==> src/rtl/thr_arb_pkg.sv <==
package thr_arb_pkg;
   localparam int unsigned PRIO_W   = 7;
   localparam int unsigned PCT_W    = 7;
   localparam int unsigned LVL_W    = 2;
   localparam int unsigned PRIO_MAX = 100;
   localparam int unsigned PCT_MAX  = 100;

   // field positions of the settings word
   localparam int unsigned PRIO_LSB = 0;
   localparam int unsigned PCT_LSB  = 8;
   localparam int unsigned LVL_LSB  = 16;

   typedef struct packed {
      logic [PRIO_W-1:0] prio;
      logic [PCT_W-1:0]  pct;
      logic [LVL_W-1:0]  lvl;
   } evt_cfg_t;

   function automatic logic [PRIO_W-1:0] clamp_prio(input logic [PRIO_W-1:0] v);
      return (v > PRIO_W'(PRIO_MAX)) ? PRIO_W'(PRIO_MAX) : v;
   endfunction

   function automatic logic [PCT_W-1:0] clamp_pct(input logic [PCT_W-1:0] v);
      return (v > PCT_W'(PCT_MAX)) ? PCT_W'(PCT_MAX) : v;
   endfunction
endpackage

==> src/rtl/thr_cfg_regs.sv <==
module thr_cfg_regs
   import thr_arb_pkg::*;
#(
   parameter int NUM_EVT  = 3,
   parameter int NUM_TEMP = 2,
   parameter int TEMP_W   = 12,
   parameter int DATA_W   = 32,
   parameter int EVT_W    = 2,
   parameter int ADDR_W   = 3
)(
   input  logic              clk,
   input  logic              rst_n,
   input  logic              wr_en,
   input  logic [ADDR_W-1:0] wr_addr,
   input  logic [DATA_W-1:0] wr_data,
   output evt_cfg_t          cfg_o [NUM_EVT],
   output logic [TEMP_W-1:0] thr_o [NUM_TEMP]
);
   logic unused_wdata;
   assign unused_wdata = ^wr_data;

   evt_cfg_t wr_cfg;
   always_comb begin
      wr_cfg.prio = clamp_prio(wr_data[PRIO_LSB +: PRIO_W]);
      wr_cfg.pct  = clamp_pct(wr_data[PCT_LSB +: PCT_W]);
      wr_cfg.lvl  = wr_data[LVL_LSB +: LVL_W];
   end

   for (genvar i = 0; i < NUM_EVT; i++) begin : g_evt
      logic hit;
      assign hit = wr_en && (wr_addr[ADDR_W-1:1] == EVT_W'(i));

      always_ff @(posedge clk or negedge rst_n) begin
         if (!rst_n)                 cfg_o[i] <= '0;
         else if (hit && !wr_addr[0]) cfg_o[i] <= wr_cfg;
      end

      if (i < NUM_TEMP) begin : g_thr
         always_ff @(posedge clk or negedge rst_n) begin
            if (!rst_n)                thr_o[i] <= '1;
            else if (hit && wr_addr[0]) thr_o[i] <= wr_data[TEMP_W-1:0];
         end
      end

      // stored fields never exceed their ceiling
      p_cfg_sat_r10: assert property (@(posedge clk) disable iff (!rst_n)
         (cfg_o[i].prio <= PRIO_W'(PRIO_MAX)) && (cfg_o[i].pct <= PCT_W'(PCT_MAX)));
   end
endmodule

==> src/rtl/thr_evt_detect.sv <==
module thr_evt_detect #(
   parameter int NUM_EVT  = 3,
   parameter int NUM_TEMP = 2,
   parameter int TEMP_W   = 12,
   parameter int NUM_OC   = 1
)(
   input  logic [TEMP_W-1:0] temp_i,
   input  logic [TEMP_W-1:0] thr_i [NUM_TEMP],
   input  logic [NUM_OC-1:0] oc_req_i,
   output logic [NUM_EVT-1:0] req_o
);
   for (genvar i = 0; i < NUM_EVT; i++) begin : g_req
      if (i < NUM_TEMP) begin : g_temp
         assign req_o[i] = temp_i > thr_i[i];
      end else begin : g_oc
         assign req_o[i] = oc_req_i[i-NUM_TEMP];
      end
   end
endmodule

==> src/rtl/thr_prio_pick.sv <==
module thr_prio_pick
   import thr_arb_pkg::*;
#(
   parameter int NUM_EVT = 3
)(
   input  logic [NUM_EVT-1:0] req_i,
   input  evt_cfg_t           cfg_i [NUM_EVT],
   output logic               win_valid_o,
   output evt_cfg_t           win_cfg_o
);
   // strict compare keeps the lowest index on equal priority;
   // a priority of zero can never exceed the running best
   always_comb begin
      win_cfg_o   = '0;
      win_valid_o = 1'b0;
      for (int i = 0; i < NUM_EVT; i++) begin
         if (req_i[i] && (cfg_i[i].prio > win_cfg_o.prio)) begin
            win_cfg_o   = cfg_i[i];
            win_valid_o = 1'b1;
         end
      end
   end
endmodule

==> src/rtl/throttle_arbiter.sv <==
module throttle_arbiter
   import thr_arb_pkg::*;
#(
   parameter  int NUM_EVT  = 3,
   parameter  int NUM_TEMP = 2,
   parameter  int TEMP_W   = 12,
   parameter  int DATA_W   = 32,
   localparam int EVT_W    = (NUM_EVT > 1) ? $clog2(NUM_EVT) : 1,
   localparam int ADDR_W   = EVT_W + 1,
   localparam int NUM_OC   = NUM_EVT - NUM_TEMP
)(
   input  logic              clk,
   input  logic              rst_n,
   input  logic              wr_en,
   input  logic [ADDR_W-1:0] wr_addr,
   input  logic [DATA_W-1:0] wr_data,
   input  logic [TEMP_W-1:0] temp_i,
   input  logic [NUM_OC-1:0] oc_req_i,
   output logic [PCT_W-1:0]  cpu_pct_o,
   output logic [LVL_W-1:0]  gpu_lvl_o,
   output logic              throt_active_o
);
   if (NUM_TEMP < 1 || NUM_TEMP >= NUM_EVT) begin : g_bad_split
      $error("need at least one temperature event and one overcurrent event");
   end
   if (TEMP_W > DATA_W || DATA_W < LVL_LSB + LVL_W) begin : g_bad_width
      $error("data word too narrow for the fields it carries");
   end

   evt_cfg_t           cfg [NUM_EVT];
   logic [TEMP_W-1:0]  thr [NUM_TEMP];
   logic [NUM_EVT-1:0] req;
   logic               win_valid;
   evt_cfg_t           win_cfg;

   thr_cfg_regs #(
      .NUM_EVT(NUM_EVT), .NUM_TEMP(NUM_TEMP), .TEMP_W(TEMP_W),
      .DATA_W(DATA_W), .EVT_W(EVT_W), .ADDR_W(ADDR_W)
   ) u_regs (
      .clk(clk), .rst_n(rst_n), .wr_en(wr_en), .wr_addr(wr_addr),
      .wr_data(wr_data), .cfg_o(cfg), .thr_o(thr)
   );

   thr_evt_detect #(
      .NUM_EVT(NUM_EVT), .NUM_TEMP(NUM_TEMP), .TEMP_W(TEMP_W), .NUM_OC(NUM_OC)
   ) u_detect (
      .temp_i(temp_i), .thr_i(thr), .oc_req_i(oc_req_i), .req_o(req)
   );

   thr_prio_pick #(.NUM_EVT(NUM_EVT)) u_pick (
      .req_i(req), .cfg_i(cfg), .win_valid_o(win_valid), .win_cfg_o(win_cfg)
   );

   always_ff @(posedge clk or negedge rst_n) begin
      if (!rst_n) begin
         cpu_pct_o      <= '0;
         gpu_lvl_o      <= '0;
         throt_active_o <= 1'b0;
      end else if (win_valid) begin
         cpu_pct_o      <= win_cfg.pct;
         gpu_lvl_o      <= win_cfg.lvl;
         throt_active_o <= 1'b1;
      end else begin
         cpu_pct_o      <= '0;
         gpu_lvl_o      <= '0;
         throt_active_o <= 1'b0;
      end
   end

   // idle output carries neutral settings
   p_idle_zero_r7: assert property (@(posedge clk) disable iff (!rst_n)
      !throt_active_o |-> (cpu_pct_o == '0) && (gpu_lvl_o == '0));

   // throttling only follows a cycle in which some event requested
   p_cause_r4: assert property (@(posedge clk) disable iff (!rst_n)
      (throt_active_o && $past(rst_n)) |-> $past(|req));

   // unchanged inputs and settings keep the outputs unchanged
   p_hold_r8: assert property (@(posedge clk) disable iff (!rst_n)
      ($past(rst_n) && !$past(wr_en) && $stable(temp_i) && $stable(oc_req_i))
      |=> $stable({cpu_pct_o, gpu_lvl_o, throt_active_o}));

   // applied depth stays within range
   p_pct_range_r10: assert property (@(posedge clk) disable iff (!rst_n)
      cpu_pct_o <= PCT_W'(PCT_MAX));
endmodule

==> config.mk <==
export PLATFORM = sky130hd
export DESIGN_NAME = throttle_arbiter
export DESIGN_NICKNAME = d
export VERILOG_FILES = /design/src/rtl/thr_arb_pkg.sv /design/src/rtl/thr_cfg_regs.sv /design/src/rtl/thr_evt_detect.sv /design/src/rtl/thr_prio_pick.sv /design/src/rtl/throttle_arbiter.sv
export SDC_FILE = /design/constraint.sdc
export NUM_CORES = 1
export LEC_CHECK = 0
export BUFFER_PORTS_ARGS = -buffer_cell sky130_fd_sc_hd__buf_4
export CAP_MARGIN = 5
export CORE_ASPECT_RATIO = 0.7
export CORE_MARGIN = 3
export CORE_UTILIZATION = 48
export CTS_BUF_LIST = sky130_fd_sc_hd__clkbuf_16
export CTS_CLUSTER_DIAMETER = 50
export DETAILED_ROUTE_END_ITERATION = 8
export GPL_TIMING_DRIVEN = 0
export PLACE_DENSITY_LB_ADDON = 0.08
export SKIP_CTS_REPAIR_TIMING = 1
export SLEW_MARGIN = 0
export SYNTH_ARGS = -nofsm -noshare
export SYNTH_HDL_FRONTEND = slang
export SYNTH_HIERARCHICAL = 1
export SYNTH_SLANG_ARGS = --single-unit
==> constraint.sdc <==
create_clock -name clk -period 6.45 [get_ports clk]
set_clock_uncertainty 0.05 [all_clocks]
set_input_delay 1.29 -clock clk [delete_from_list [all_inputs] [get_ports clk]]
set_output_delay 1.29 -clock clk [all_outputs]
set_load 0.005 [all_outputs]
# [Yosys cells after proc, flatten, opt, wreduce, memory -nomap -nowiden]
# Index checks and enable logic that the tools add are counted.
[classes] magnitude_cmp=7 eq_ne=2 mux=11 n_reduce_logical=13
[op_table] cell="2-to-1 mux 16 bit" n=2
[op_table] cell="> comparator 12 bit" n=2
[op_table] cell="2-to-1 mux 7 bit" n=3
[op_table] cell="> comparator 7 bit" n=2
[op_table] cell="> comparator 7 bit, second input constant" n=2
[op_table] cell="logical AND 1 bit" n=11
[op_table] cell="2-to-1 mux 9 bit" n=1
[op_table] cell="> comparator 7 x 1 -> 1 bit, second input constant" n=1
[op_table] cell="2-to-1 mux 1 bit" n=4
[op_table] cell="== test 2 x 1 -> 1 bit, second input constant" n=1
[op_table] cell="== test 2 bit, second input constant" n=1
[op_table] cell="logical NOT 2 bit" n=1
[op_table] cell="2-to-1 mux 2 bit" n=1
[op_table] cell="logical NOT 1 bit" n=1
[totals] reg_bits=82 in_bits=51 wordCells=47

# [Longest topological paths before layout]
[logic_depth] depth_word=10 mapped_depth=25 mapped_depth_nobuf=22

# [Hierarchy]
# Netlist, hierarchy kept.
[by_module_without_submodules] module="thr_cfg_regs" instances=1 cells_per_inst=207 area_per_inst_um2=2826.5 seq_area_each_um2=1831.8
[by_module_without_submodules] module="thr_prio_pick" instances=1 cells_per_inst=122 area_per_inst_um2=823.3 seq_area_each_um2=0.0
[by_module_without_submodules] module="thr_evt_detect" instances=1 cells_per_inst=84 area_per_inst_um2=601.8 seq_area_each_um2=0.0
[by_module_without_submodules] module="throttle_arbiter" instances=1 cells_per_inst=19 area_per_inst_um2=306.5 seq_area_each_um2=250.2

# [Worst setup path after synthesis]
# No wires, ideal clock.
[synth_timing] path_kind="input-to-reg" from="input port temp_i[10]" to="register cpu_pct_o[4]" setup_ps=119 t_arrival_ps=5443 t_required_ps=6281 setup_slack_ps=838 stages=23 n_path_buf=3 path_cell_list="ha_1 -> nand4_1 -> nor3_2 -> a221oi_1 -> a32oi_1 -> clkbuf_1 -> nand2_1 -> ha_1 -> a21oi_1 -> o21ai_0 -> o221ai_2 -> clkbuf_1 -> nor2_1 -> a31oi_1 -> ha_1 -> and4_1 -> a31oi_1 -> nand2_1 -> o2bb2ai_1 -> o21ai_2 -> buf_6 -> mux2_4 -> and2_1"
[synth_rtl] element="from (decl)" line_no="throttle_arbiter.sv:17" rtl="input logic [TEMP_W-1:0] temp_i,"
[synth_rtl] element="to (signal assigned)" line_no="throttle_arbiter.sv:60" rtl="cpu_pct_o <= win_cfg.pct;"
[synth_rtl] element="to (decl)" line_no="throttle_arbiter.sv:19" rtl="output logic [PCT_W-1:0] cpu_pct_o,"

==> impl_metrics.ini <==
[finish]
drive_gt1_frac = 0.345
multiInputGateArea_mm2 = 0.00213
synthToLayoutAreaGrowth_pct = 19.2
utilization = 0.607
final_nets = 564
diodes = 0
n_fill_cell = 761
regArea_mm2 = 0.00208
post-route-cell-area_mm2 = 0.00532

[critical_path]
setup.worst_path.start = temp_i[10]
reg2regPathDepth = 24
cp_slowest_cell = ha_1
worstPathArrival_ps = 6170
cp.required_ps = 6630
cpPeakStageDelay_ps = 320
timing.rr.end = cpu_pct_o[5]
start_kind = input port
critPathCaptureType = register
cp_max_fo = 10
cp_cell_sequence = buf_4, ha_1, nand4_1, nor3_2, a221oi_1, a32oi_2, buf_2, nand2_1, ha_1, a21oi_1, o21ai_0, o221ai_2, clkbuf_4, nor2_1, a31oi_1, ha_1, and4_1, a31oi_1, nand2_1, o2bb2ai_1, o21ai_2, buf_6, mux2_4, and2_1
worstSetupPathType = input port to register
cp_common_cell = ha_1
rr_startpoint = u_regs/thr_o[22]
r2r_setup_slack_ps = 970

[hold_path]
min_from = u_regs/cfg_o[9]
min_to = u_regs/cfg_o[9]
hold_depth = 2
min_path_type = register to register

[sta]
finalSetupViolCount = 0
rsz0062_at_grt = no
finalCritPeriodShare = 0.929
min_period_ps = 5990
hold_viol = 0
timing.fmax_ghz = 0.167
tightest_slew_ps = 1020
slew_headroom = 0.317
final_max_slew_viol_count = 0
hold_ws_ps = 428

[placed_design]
dpl.hpwl_um = 7260
port_buffers = 44
placedInstanceArea_mm2 = 0.00494
gp_congestion = 0.840

[detailed_routing]
first_iter_violations = 250
vias = 3188
avgViaCountPerCell = 5.30
wl_per_cell_um = 16.0
first_pass_iters = 4
drc = 0
drt_wl_total_um = 9650
ant_nets = 0

[synthesis]
synthesis.nets = 508
avgSynthCellArea_um2 = 10.6
synth_area_mm2 = 0.00446
syn_inst = 420
yosysWarnings = 6

[die]
start_util = 0.510
die_y_um = 86.7
dieArea_mm2 = 0.0105
rows = 28
die_w_um = 121
ios = 61
core_mm2 = 0.00876

[cts]
htree_levels = 3
clockBufferDepth = 2
cts_buffers = 9
path_clk_slew_ps = 60
clock-root-buffer = clkbuf_16
cts_tree = built
cts.sinks = 82
insertion_delay_ps = 340

[run]
drv_cap = 0

[global_routing]
gr-total-overflow = 0
grt_pass1_vias = 3285
track_usage = 0.207
grt_max_degree = 83
grt_pass1_wl_um = 16700
antenna_found_initial = 0

[power_and_ir_drop]
ir_worst_vdd_v = 0.000333
power_density_mw_per_mm2 = 358
power.leakage_nw = 2.52

[status]
run_status = completed
==> where the power goes <==
| group | leakage [nW] | internal, mW | total [mW] | switching [mW] |
|---|---|---|---|---|
| registers | 0.981 | 0.656 | 0.716 | 0.0608 |
| clock network | 0.167 | 0.382 | 0.593 | 0.211 |
| logic | 1.38 | 0.293 | 0.598 | 0.304 |
| total | 2.52 | 1.33 | 1.91 | 0.576 |
==> stage by stage <==
step	total power, mW	cells	setup WS, ps	setup TNS (ps)
2_1_floorplan	1.11	420	972	0
3_3_place_gp	1.29	584	-277	-2440
5_1_grt	2.04	601	39.4	0
6_report	1.91	601	456	0
4_1_cts	1.92	600	-10.8	-16.4
3_5_place_dp	1.31	584	-313	-2830
==> per-layer routing <==
layer	wire length [µm]	share of wire	track usage	up-vias
met2	4230	0.44	0.313	68
met3	490	0.051	0.0522	6
met5	0	0	0	-
met1	4820	0.50	0.296	1539
li1	-	-	-	1575
met4	100	0.010	0.0590	0
==> worst max-delay path: cells and delay by family <==
family / cells / cell delay, ps
muxes: 1 / 290
buffers and inverters: 4 / 890
adders and majority gates: 3 / 890
AOI/OAI and AO/OA: 9 / 1710
and+or+nand+nor: 7 / 1100
==> cell usage in the layout, fill, tap and decap left out, types with 9 or more instances in the layout <==
master / count
mux2_2: 42
nand2_1: 55
dfstp_2: 24
o21ai_2: 11
buf_4: 46
nand3_1: 15
o21ai_0: 33
dfrtp_1: 58
a21oi_1: 14
clkbuf_16: 9
ha_1: 37
and2_1: 10
mux2_4: 9
inv_1: 42
a31oi_1: 9
==> layout make-up <==
class | instances | share of cell area
multi-input cells | 279 | 0.401
flip-flops and latches | 82 | 0.391
repair buffers | 45 | 0.0635
clock buffers | 9 | 0.0423
inverters | 42 | 0.0296
well taps | 120 | 0.0282
clock inverters | 7 | 0.0233
plain buffers | 17 | 0.0207
==> state kept, by name, summed over array words and instances, names as in the netlist <==
register	flops
u_regs/cfg_o	48
gpu_lvl_o	2
u_regs/thr_o	24
throt_active_o	1
cpu_pct_o	7
==> how the worst max path moves through the flow <==
| stage | slack, ps | cells past startpoint | endpoint |
|---|---|---|---|
| 2_1_floorplan | 970 | 23 | cpu_pct_o[4] |
| 3_3_place_gp | -280 | 24 | cpu_pct_o[3] |
| 3_5_place_dp | -310 | 24 | cpu_pct_o[3] |
| 4_1_cts | -10 | 24 | cpu_pct_o[3] |
| 5_1_grt | 40 | 24 | cpu_pct_o[6] |
| 6_report | 460 | 24 | cpu_pct_o[5] |
Note: power is estimated with default switching activity, not from simulation.
